===== src/rtl/flag_adder_pkg.sv =====
package flag_adder_pkg;

    localparam int DEFAULT_WIDTH = 16;

    // Operation selection carried through the datapath
    typedef struct packed {
        logic sub;
        logic comp;
        logic incr;
    } op_ctrl_t;

endpackage


===== src/rtl/fa_preproc.sv =====
module fa_preproc #(
    parameter int WIDTH = 16
) (
    input  logic [WIDTH-1:0] a_i,
    input  logic [WIDTH-1:0] b_i,
    input  logic             sub_i,
    output logic [WIDTH-1:0] prop_o,
    output logic [WIDTH-1:0] gen_o,
    output logic [WIDTH-1:0] any_o
);

    logic [WIDTH-1:0] b_eff;

    always_comb begin
        b_eff  = b_i ^ {WIDTH{sub_i}};
        prop_o = a_i ^ b_eff;
        gen_o  = a_i & b_eff;
        any_o  = a_i | b_eff;
    end

endmodule


===== src/rtl/fa_group_carry.sv =====
module fa_group_carry #(
    parameter int WIDTH = 16
) (
    input  logic [WIDTH-1:0] prop_i,
    input  logic [WIDTH-1:0] gen_i,
    input  logic [WIDTH-1:0] any_i,
    output logic [WIDTH:0]   carry_o
);

    localparam int NGRP = WIDTH / 2;
    localparam int ODD  = WIDTH % 2;

    assign carry_o[0] = 1'b0;

    genvar k;
    generate
        for (k = 0; k < NGRP; k++) begin : g_grp
            localparam int LO = 2 * k;
            logic grp_gen;
            logic grp_prop;
            always_comb begin
                // generate term of the pair, independent of the incoming carry
                grp_gen  = gen_i[LO+1] | (gen_i[LO] & any_i[LO+1]);
                grp_prop = prop_i[LO+1] & prop_i[LO];
            end
            assign carry_o[LO+1] = gen_i[LO] | (prop_i[LO] & carry_o[LO]);
            assign carry_o[LO+2] = grp_gen | (grp_prop & carry_o[LO]);
        end
        if (ODD != 0) begin : g_tail
            assign carry_o[WIDTH] = gen_i[WIDTH-1] | (prop_i[WIDTH-1] & carry_o[WIDTH-1]);
        end
    endgenerate

    // a generating bit always carries out; a killing bit never does
    always_comb begin
        for (int i = 0; i < WIDTH; i++) begin
            if (gen_i[i])
                p_gen_carries_r1: assert (carry_o[i+1]);
            if (!prop_i[i] && !gen_i[i])
                p_kill_blocks_r1: assert (!carry_o[i+1]);
        end
    end

endmodule


===== src/rtl/fa_flag_gen.sv =====
module fa_flag_gen #(
    parameter int WIDTH = 16
) (
    input  logic [WIDTH-1:0] prop_i,
    output logic [WIDTH:0]   flag_o
);

    always_comb begin
        flag_o[0] = 1'b1;
        for (int i = 1; i <= WIDTH; i++) begin
            flag_o[i] = flag_o[i-1] & prop_i[i-1];
        end
    end

    // flags form a thermometer from the LSB upward
    always_comb begin
        for (int i = 0; i < WIDTH; i++) begin
            if (flag_o[i+1])
                p_flag_thermo_r2: assert (flag_o[i]);
        end
    end

endmodule


===== src/rtl/fa_post.sv =====
module fa_post #(
    parameter int WIDTH = 16
) (
    input  logic [WIDTH-1:0] prop_i,
    input  logic [WIDTH:0]   carry_i,
    input  logic [WIDTH:0]   flag_i,
    input  logic             comp_i,
    input  logic             incr_i,
    output logic [WIDTH-1:0] sum_o,
    output logic             cout_o
);

    logic [WIDTH:0]   carry_eff;
    logic [WIDTH-1:0] prop_sel;

    always_comb begin
        carry_eff = carry_i | (flag_i & {(WIDTH+1){incr_i}});
        prop_sel  = prop_i ^ {WIDTH{comp_i}};
        sum_o     = prop_sel ^ carry_eff[WIDTH-1:0];
        cout_o    = carry_eff[WIDTH];
    end

    // the LSB has no carry in, so only the controls shape it
    always_comb begin
        if (!comp_i && incr_i)
            p_incr_lsb_r2: assert (sum_o[0] == ~prop_i[0]);
        if (comp_i && !incr_i)
            p_comp_lsb_r3: assert (sum_o[0] == ~prop_i[0]);
    end

endmodule


===== src/rtl/flag_adder.sv =====
module flag_adder
    import flag_adder_pkg::*;
#(
    parameter int WIDTH = DEFAULT_WIDTH
) (
    input  logic [WIDTH-1:0] in_a,
    input  logic [WIDTH-1:0] in_b,
    input  logic             subtract,
    input  logic             complement,
    input  logic             increment,
    output logic [WIDTH-1:0] sum_o,
    output logic             cout_o
);

    op_ctrl_t         ctrl;
    logic [WIDTH-1:0] prop;
    logic [WIDTH-1:0] gen;
    logic [WIDTH-1:0] any;
    logic [WIDTH:0]   carry;
    logic [WIDTH:0]   flag;

    always_comb begin
        ctrl.sub  = subtract;
        ctrl.comp = complement;
        ctrl.incr = increment;
    end

    fa_preproc #(.WIDTH(WIDTH)) i_pre (
        .a_i    (in_a),
        .b_i    (in_b),
        .sub_i  (ctrl.sub),
        .prop_o (prop),
        .gen_o  (gen),
        .any_o  (any)
    );

    fa_group_carry #(.WIDTH(WIDTH)) i_carry (
        .prop_i  (prop),
        .gen_i   (gen),
        .any_i   (any),
        .carry_o (carry)
    );

    fa_flag_gen #(.WIDTH(WIDTH)) i_flag (
        .prop_i (prop),
        .flag_o (flag)
    );

    fa_post #(.WIDTH(WIDTH)) i_post (
        .prop_i  (prop),
        .carry_i (carry),
        .flag_i  (flag),
        .comp_i  (ctrl.comp),
        .incr_i  (ctrl.incr),
        .sum_o   (sum_o),
        .cout_o  (cout_o)
    );

    // fully propagating word plus one wraps to zero (or all ones when inverted)
    always_comb begin
        if (&prop && increment) begin
            p_wrap_all_r8: assert (cout_o && (sum_o == {WIDTH{complement}}));
        end
    end

endmodule


===== config.mk =====
export PLATFORM = sky130hd
export DESIGN_NAME = flag_adder
export DESIGN_NICKNAME = d
export VERILOG_FILES = /design/src/rtl/flag_adder_pkg.sv /design/src/rtl/fa_preproc.sv /design/src/rtl/fa_group_carry.sv /design/src/rtl/fa_flag_gen.sv /design/src/rtl/fa_post.sv /design/src/rtl/flag_adder.sv
export SDC_FILE = /design/constraint.sdc
export NUM_CORES = 1
export LEC_CHECK = 0
export ABC_AREA = 1
export ABC_CLOCK_PERIOD_IN_PS = 6400
export CAP_MARGIN = 10
export CORE_MARGIN = 8
export CORE_UTILIZATION = 48
export DETAILED_ROUTE_END_ITERATION = 6
export PLACE_DENSITY = 0.95
export SYNTH_ARGS = -nofsm -noshare
export SYNTH_HDL_FRONTEND = slang
export SYNTH_SLANG_ARGS = --single-unit

===== constraint.sdc =====
create_clock -name vclk -period 6.4
set_input_delay 1.28 -clock vclk [all_inputs]
set_output_delay 1.28 -clock vclk [all_outputs]
set_load 0.005 [all_outputs]

==> out/results.tsv, run 1 <==
metric	value	unit
Multi-input gate area	0.00103	mm^2
Hold Path End	cout_o	
layout cells sized above 1	8.89	%
IR drop worst, VDD	94.7	uV
Die X	65.7	um
worst setup path startpoint	subtract	
Synth warnings	0	
worst hold-check path type	input port to output port	
Initial Utilization	49.2	%
initial drt markers	27	
WL per Instance	11.3	um
Crit Path Max Fanout	7	
IO Count	52	
num rows	18	
most frequent cells in the layout	clkdlybuf4s50_1 (52), inv_1 (30), xor2_1 (30), nand2_1 (24), ha_1 (24)	
Post-Syn Instances	176	
sequential cell area	0	um^2
slew margin rel.	39.9	%
max frequency	182	MHz
Buf+Inv Stages, Crit Path	3	
clock power share	0	%
first-pass GRT wire length	4.94	mm
initial antenna violation count	0	
fin util	71.9	%
RePlAce Congestion	0.820	
final setup vio count	0	
P per Cell Area	142	mW/mm^2
Total Wirelength	2.89	mm
CP cell instances	clkdlybuf4s50_1 > xor2_1 > ha_1 > nand2_1 > inv_1 > nand2_2 > nand2_2 > a21oi_2 > o21ai_2 > nand2_2 > nand2_2 > nand2_2 > nand2_2 > a21oi_1 > xor2_1 > clkdlybuf4s50_1	
Logic pwr share	100.0	%
Antenna diodes	0	
Post-CTS Setup Inserts	0	
ANT nets after route	0	
number of distinct library cells after synthesis	20	
largest net degree at the start of global routing	17	
GRT Total Usage	13.4	%
Final Max Slew Viols	0	
fillcell total	200	
startpoint types	input port	
DR vias/cell	4.71	
vias in the first global route	1157	
max_cap viols	0	
seq_cells	0	
Die Y	65.7	um
Seq pwr share	0	%
P_leak	0.882	nW
min-delay src	in_a[15]	
Max stage delay on crit path	0.61	ns
Post-Syn Area per Cell	6.73	um^2
Area growth syn-to-layout	46.1	%
Fin. Hold Viols	0	
PortBufs	52	
CP Class	input port to output port	
Final Cycle Share	85.7	%
slowest CP cell	clkdlybuf4s50_1	
gr ovfl total	0	
fin crit period	5.48	ns
drt pass-1 iters	4	
Cell Area, Synth	0.00118	mm^2
Sw Ratio	43.5	%
crit path DAT	4.20	ns
Worst setup EP type	output port	
CTS Hold Bufs	0	
RSZ-0062 raised after global routing	false	
CORE AREA	0.00241	mm^2
fin nets	286	
Post-Syn Nets	235	
total number of vias	1202	
Setup TNS	0	ns
die area	0.00431	mm^2
CTS resizes	0	
post-synthesis sequential area ratio	0	%
CP dominant cell by count	nand2_2	
status	finished clean	
cell family with most CP delay	buffers and inverters	
# clk buffers	0	
DP HPWL	2.60	mm
most common cell after layout, fill and taps aside	clkdlybuf4s50_1	
worst path required time	5.12	ns
DRC Markers	0	
cell count of the worst hold path	5	
internal power	0.000139	W
worst slew pin tran	0.898	ns
net switching power	0.000107	W
power groups by stage:
stage                     Sequential [W]  Combinational, W  Clock [W]
final                                  0          0.000247          0
after global routing                   0          0.000273          0
after CTS                              0          0.000250          0
after detailed placement               0          0.000249          0
after global placement                 0          0.000242          0
after floorplan                        0          0.000130          0
synthesized netlist by cell type, drive strengths merged:
cell	number	area, um^2
ha	24	300
xor2	30	263
xnor2	16	140
nand2	31	134
a21oi	10	53.8
nand4	3	25.0
inv	34	128
nor2	12	52.6
o21ai	2	13.8
clkinv	3	11.3
nand3	7	45.0
buf	3	15.0
clkbuf	1	3.75
final cells by class:
type,count,area share [%]
repair buffers,53,30.5
multi-input cells,135,59.3
well taps,30,2.17
inverters,37,8.02
stage by stage:
stage	hold slack [ns]	cells	total power (W)	area (um^2)	setup WS, ns
6_report	3.77	255	0.000247	1730	0.917
5_1_grt	3.82	255	0.000273	1730	0.669
4_1_cts	3.78	255	0.000250	1730	0.906
3_5_place_dp	3.78	255	0.000249	1730	0.909
3_3_place_gp	3.77	255	0.000242	1730	1.03
2_1_floorplan	2.75	176	0.000130	1180	1.75
routing by layer:
metal | up-vias | part of all wire [%] | track usage, %
met5 | - | 0 | 0
met4 | 0 | 1.0 | 2.18
met3 | 4 | 5.4 | 1.36
met2 | 33 | 55 | 25.2
met1 | 533 | 38 | 15.8
li1 | 632 | - | -
worst max-delay path by stage:
stage | endpoint | slack, ns | cells past startpoint
2_1_floorplan | sum_o[11] | 1.75 | 16
3_3_place_gp | sum_o[15] | 1.03 | 15
4_1_cts | sum_o[11] | 0.91 | 16
6_report | sum_o[11] | 0.92 | 16
5_1_grt | sum_o[11] | 0.67 | 16
3_5_place_dp | sum_o[11] | 0.91 | 16
cells by family (layout without fill, tap and decap cells):
kind of cell	Yosys count	in the layout	synth area share, %
buf+inv	41	90	13.3
compound gates	12	12	5.70
fa+ha+maj	24	24	25.3
simple gates	53	53	21.6
xor+xnor	46	46	34.0
Power figures use the tool's default switching activity.
==> inputs of run 2 (changes only) <==
--- a/config.mk
+++ b/config.mk
@@ -11,6 +11,7 @@
 export CORE_MARGIN = 8
 export CORE_UTILIZATION = 48
 export DETAILED_ROUTE_END_ITERATION = 6
+export GPL_TIMING_DRIVEN = 0
 export PLACE_DENSITY = 0.95
 export SYNTH_ARGS = -nofsm -noshare
 export SYNTH_HDL_FRONTEND = slang
==> out/results.tsv, run 2 (synthesized netlist as in run 1, its figures left out) <==
metric	value	unit	change
met2 Track Usage GR	26.6	%	+1.3 points
layout cells sized above 1	9.73	%	+0.85 points
Worst setup EP type	output port		
IR drop worst, VDD	87.8	uV	-7.3%
DR vias/cell	4.77		+1.3%
worst path required time	5.12	ns	about the same
status	finished clean		
IO Count	52		unchanged
initial drt markers	30		+11%
Setup TNS	0	ns	unchanged
met3 GRT Util	1.87	%	+0.51 points
seq_cells	0		unchanged
finished layout cell area	0.00172	mm^2	-0.51%
most common cell after layout, fill and taps aside	clkdlybuf4s50_1		
Max stage delay on crit path	0.55	ns	-0.06 ns
PnR worst setup slack	0.806	ns	-0.111 ns
PortBufs	50		-3.8%
Final Max Slew Viols	0		unchanged
CORE AREA	0.00241	mm^2	unchanged
final setup vio count	0		unchanged
max frequency	179	MHz	-2.0%
Die X	65.7	um	unchanged
P per Cell Area	142	mW/mm^2	-0.36%
fillcell total	209		+4.5%
first-pass GRT wire length	4.92	mm	-0.43%
initial antenna violation count	0		unchanged
Design Power	0.000244	W	-0.86%
worst hold-check path type	input port to output port		
CP cell instances	clkbuf_1 > buf_2 > xor2_1 > ha_1 > nand2_1 > inv_1 > nand2_2 > nand2_2 > a21oi_2 > o21ai_2 > nand2_2 > nand2_2 > nand2_2 > nand2_2 > a21oi_1 > xor2_1 > clkdlybuf4s50_1		
max_cap viols	0		unchanged
Crit Path Max Fanout	10		+3
Final Cycle Share	87.4	%	+1.7 points
RePlAce Congestion	0.829		+1.1%
most frequent cells in the layout	clkdlybuf4s50_1 (50), inv_1 (30), xor2_1 (30), nand2_1 (24), ha_1 (24)		
slew margin rel.	65.6	%	+26 points
Total Wirelength	2.86	mm	-1.1%
Area growth syn-to-layout	45.4	%	
startpoint types	input port		
CTS resizes	0		unchanged
Post-CTS Setup Inserts	0		unchanged
CP Class	input port to output port		
slowest CP cell	clkdlybuf4s50_1		
met1 usage	14.1	%	-1.6 points
grt peak-use layer	met2		
sequential cell area	0	um^2	unchanged
cell family with most CP delay	buffers and inverters		
largest net degree at the start of global routing	11		-6
Buf+Inv Stages, Crit Path	4		+1
Antenna diodes	0		unchanged
CP dominant cell by count	nand2_2		
DRC Markers	0		unchanged
WL per Instance	11.2	um	-1.5%
gr ovfl total	0		unchanged
Fin. Hold Viols	0		unchanged
worst slew pin tran	0.516	ns	-0.383 ns
fin crit period	5.59	ns	+0.111 ns
vias in the first global route	1267		+9.5%
Die Y	65.7	um	unchanged
GRT Total Usage	13.3	%	-0.10 points
total number of vias	1222		+1.7%
die area	0.00431	mm^2	unchanged
RSZ-0062 raised after global routing	false		
ANT nets after route	0		unchanged
DP HPWL	2.56	mm	-1.3%
drt pass-1 iters	4		unchanged
fin nets	287		+0.35%
CTS Hold Bufs	0		unchanged
worst slack, placed	0.776	ns	-0.134 ns
DP Area	0.00172	mm^2	-0.51%
# clk buffers	0		unchanged
crit path DAT	4.31	ns	+0.11 ns
P_leak	0.882	nW	about the same
num rows	18		unchanged
Initial Utilization	49.2	%	unchanged
## run 2: per-layer routing
| layer | share of wire (%) | vias to the layer above | wire, um |
|---|---|---|---|
| met3 | 5.6 | 4 | 159 |
| met2 | 53 | 28 | 1530 |
| met5 | 0 | - | 0 |
| met4 | 1.3 | 0 | 38 |
| met1 | 40 | 555 | 1130 |
| li1 | - | 635 | - |
## run 2: stage by stage
| stage | std cells | utilization, % | hold slack, ns |
|---|---|---|---|
| 6_report | 256 | 71.5 | 3.43 |
| 3_5_place_dp | 256 | 71.5 | 3.44 |
| 4_1_cts | 256 | 71.5 | 3.44 |
| 5_1_grt | 256 | 71.5 | 3.46 |
| 3_3_place_gp | 256 | 71.5 | 3.43 |
| 2_1_floorplan | 176 | - | 2.75 |
## run 2: path summary, 6_finish.rpt
check / from / to / slack, ns / cells past startpoint
max: subtract / sum_o[11] / 0.81 / 17
min: complement / sum_o[6] / 3.43 / 4
## run 2: worst min-delay path, cell delays in order
cell	delay (ns)
buf_2	0.17
xor2_1	0.17
xor2_1	0.08
clkdlybuf4s50_1	0.44
## run 2: final cells by class
cell class	count	area [um^2]	share of cell area, %
timing repair buffer	50	500	29.0
inverter	37	139	8.06
tap	30	37.5	2.18
buffer	4	18.8	1.09
multi-input combinational	135	1030	59.6
## run 2: where the power goes
group	total, W	switching [W]	internal (W)
Clock	0	0	0
Sequential	0	0	0
Combinational	0.000244	0.000106	0.000139
==> inputs of run 3 (changes only) <==
--- a/config.mk
+++ b/config.mk
@@ -6,13 +6,12 @@
 export NUM_CORES = 1
 export LEC_CHECK = 0
 export ABC_AREA = 1
-export ABC_CLOCK_PERIOD_IN_PS = 6400
+export ABC_CLOCK_PERIOD_IN_PS = 5910
 export CAP_MARGIN = 10
 export CORE_MARGIN = 8
-export CORE_UTILIZATION = 48
+export CORE_UTILIZATION = 45
 export DETAILED_ROUTE_END_ITERATION = 6
-export GPL_TIMING_DRIVEN = 0
-export PLACE_DENSITY = 0.95
+export PLACE_DENSITY = 0.94
 export SYNTH_ARGS = -nofsm -noshare
 export SYNTH_HDL_FRONTEND = slang
 export SYNTH_SLANG_ARGS = --single-unit
==> constraint.sdc (replaced) <==
create_clock -name vclk -period 5.91
set_input_delay 1.182 -clock vclk [all_inputs]
set_output_delay 1.182 -clock vclk [all_outputs]
set_load 0.005 [all_outputs]
==> out/results.tsv, run 3 (synthesized netlist as in run 1, its figures left out) <==
metric	value	unit	change
status	finished clean		
slew margin rel.	39.5	%	-26 points
WL per Instance	12.2	um	+9.1%
drt pass-1 iters	4		unchanged
CP Class	input port to output port		
fin crit period	5.43	ns	
net switching power	0.000117	W	+11%
Seq pwr share	0	%	unchanged
die area	0.00453	mm^2	+5.0%
IR drop worst, VDD	112	uV	+28%
P per Cell Area	155	mW/mm^2	+9.3%
layout cells sized above 1	8.89	%	-0.85 points
PortBufs	52		+4.0%
internal power	0.000151	W	+9.0%
Sw Ratio	43.8	%	+0.44 points
Antenna diodes	0		unchanged
Area growth syn-to-layout	46.1	%	
P_leak	0.882	nW	about the same
gr ovfl total	0		unchanged
most common cell after layout, fill and taps aside	clkdlybuf4s50_1		
Die Y	67.3	um	+2.5%
RSZ-0062 raised after global routing	false		
Post-CTS Setup Inserts	0		unchanged
clock power share	0	%	unchanged
DP Area	0.00173	mm^2	+0.51%
largest net degree at the start of global routing	17		+6
Initial Utilization	47.8	%	-1.3 points
# clk buffers	0		unchanged
Die X	67.3	um	+2.5%
max_cap viols	0		unchanged
RePlAce Congestion	0.772		-6.8%
IO Count	52		unchanged
max frequency	184	MHz	
initial drt markers	35		+17%
GRT Total Usage	13.4	%	+0.15 points
total number of vias	1195		-2.2%
Final Cycle Share	91.8	%	
CTS resizes	0		unchanged
ANT nets after route	0		unchanged
Worst setup EP type	output port		
Fin. Hold Viols	0		unchanged
most frequent cells in the layout	clkdlybuf4s50_1 (52), inv_1 (30), xor2_1 (30), nand2_1 (24), ha_1 (24)		
DP HPWL	2.77	mm	+8.1%
Logic pwr share	100.0	%	about the same
DR vias/cell	4.69		-1.8%
crit path DAT	4.24	ns	-0.07 ns
first-pass GRT wire length	5.02	mm	+2.1%
Setup TNS	0	ns	unchanged
Total Wirelength	3.11	mm	+8.7%
sequential cell area	0	um^2	unchanged
worst hold-check path type	input port to output port		
Final Max Slew Viols	0		unchanged
startpoint types	input port		
worst slew pin tran	0.904	ns	+0.388 ns
DRC Markers	0		unchanged
CORE AREA	0.00248	mm^2	+2.8%
fin nets	286		-0.35%
vias in the first global route	1225		-3.3%
seq_cells	0		unchanged
initial antenna violation count	0		unchanged
finished layout cell area	0.00173	mm^2	+0.51%
num rows	18		unchanged
CTS Hold Bufs	0		unchanged
final setup vio count	0		unchanged
Crit Path Max Fanout	9		-1
worst path required time	4.73	ns	-0.39 ns
run 3: cell count changes in the layout (fill, tap and decap cells not counted):
cell / previous run / this run
clkdlybuf4s50_1: 50 / 52
clkbuf_1: 1 / 0
buf_2: 3 / 0
buf_4: 0 / 1
run 3: final cells by class:
cell class	count	area, um^2
inverter	37	139
timing repair buffer	53	528
tap	30	37.5
fill	208	746
multi-input combinational	135	1030
run 3: metal layers:
| layer | vias up | GRT usage (%) | wire length, um |
|---|---|---|---|
| met5 | - | 0 | 0 |
| met4 | 0 | 2.09 | 36 |
| met3 | 4 | 1.66 | 183 |
| met2 | 31 | 28.1 | 1730 |
| met1 | 530 | 13.7 | 1160 |
| li1 | 630 | - | - |
run 3: critical path, stage by stage:
cell and delay, ns:
clkdlybuf4s50_1 0.78, buf_4 0.28, xor2_1 0.17, ha_1 0.30, nand2_1 0.12, inv_1 0.06
nand2_1 0.06, nand2_1 0.05, nand2_1 0.05, nand2_1 0.04, nand2_1 0.06, nand2_1 0.04
nand2_1 0.06, nand2_1 0.08, nand2_1 0.08, nand3_2 0.10, nand2_2 0.09, nand3_1 0.06
nand2_1 0.07, clkdlybuf4s50_1 0.49
run 3: path summary, 6_finish.rpt:
check	start	to	slack, ns	cells after the start
setup / recovery	subtract	sum_o[15]	0.48	20
hold / removal	in_a[14]	sum_o[15]	3.58	6
run 3: metrics by stage:
stage               setup slack, ns  power, W  util (%)  hold slack (ns)  instances
floorplan                      1.45  0.000141         -             2.55        176
global placement              0.561  0.000262      69.9             3.58        255
detailed placement            0.469  0.000270      69.9             3.58        255
CTS                           0.471  0.000271      69.9             3.58        255
global route                  0.232  0.000295      69.9             3.65        255
finish                        0.484  0.000268      69.9             3.58        255
run 3: power groups by stage:
stage                     registers [W]  logic (W)  clock network [W]
after floorplan                       0   0.000141                  0
after global placement                0   0.000262                  0
after detailed placement              0   0.000270                  0
after CTS                             0   0.000271                  0
after global routing                  0   0.000295                  0
final                                 0   0.000268                  0
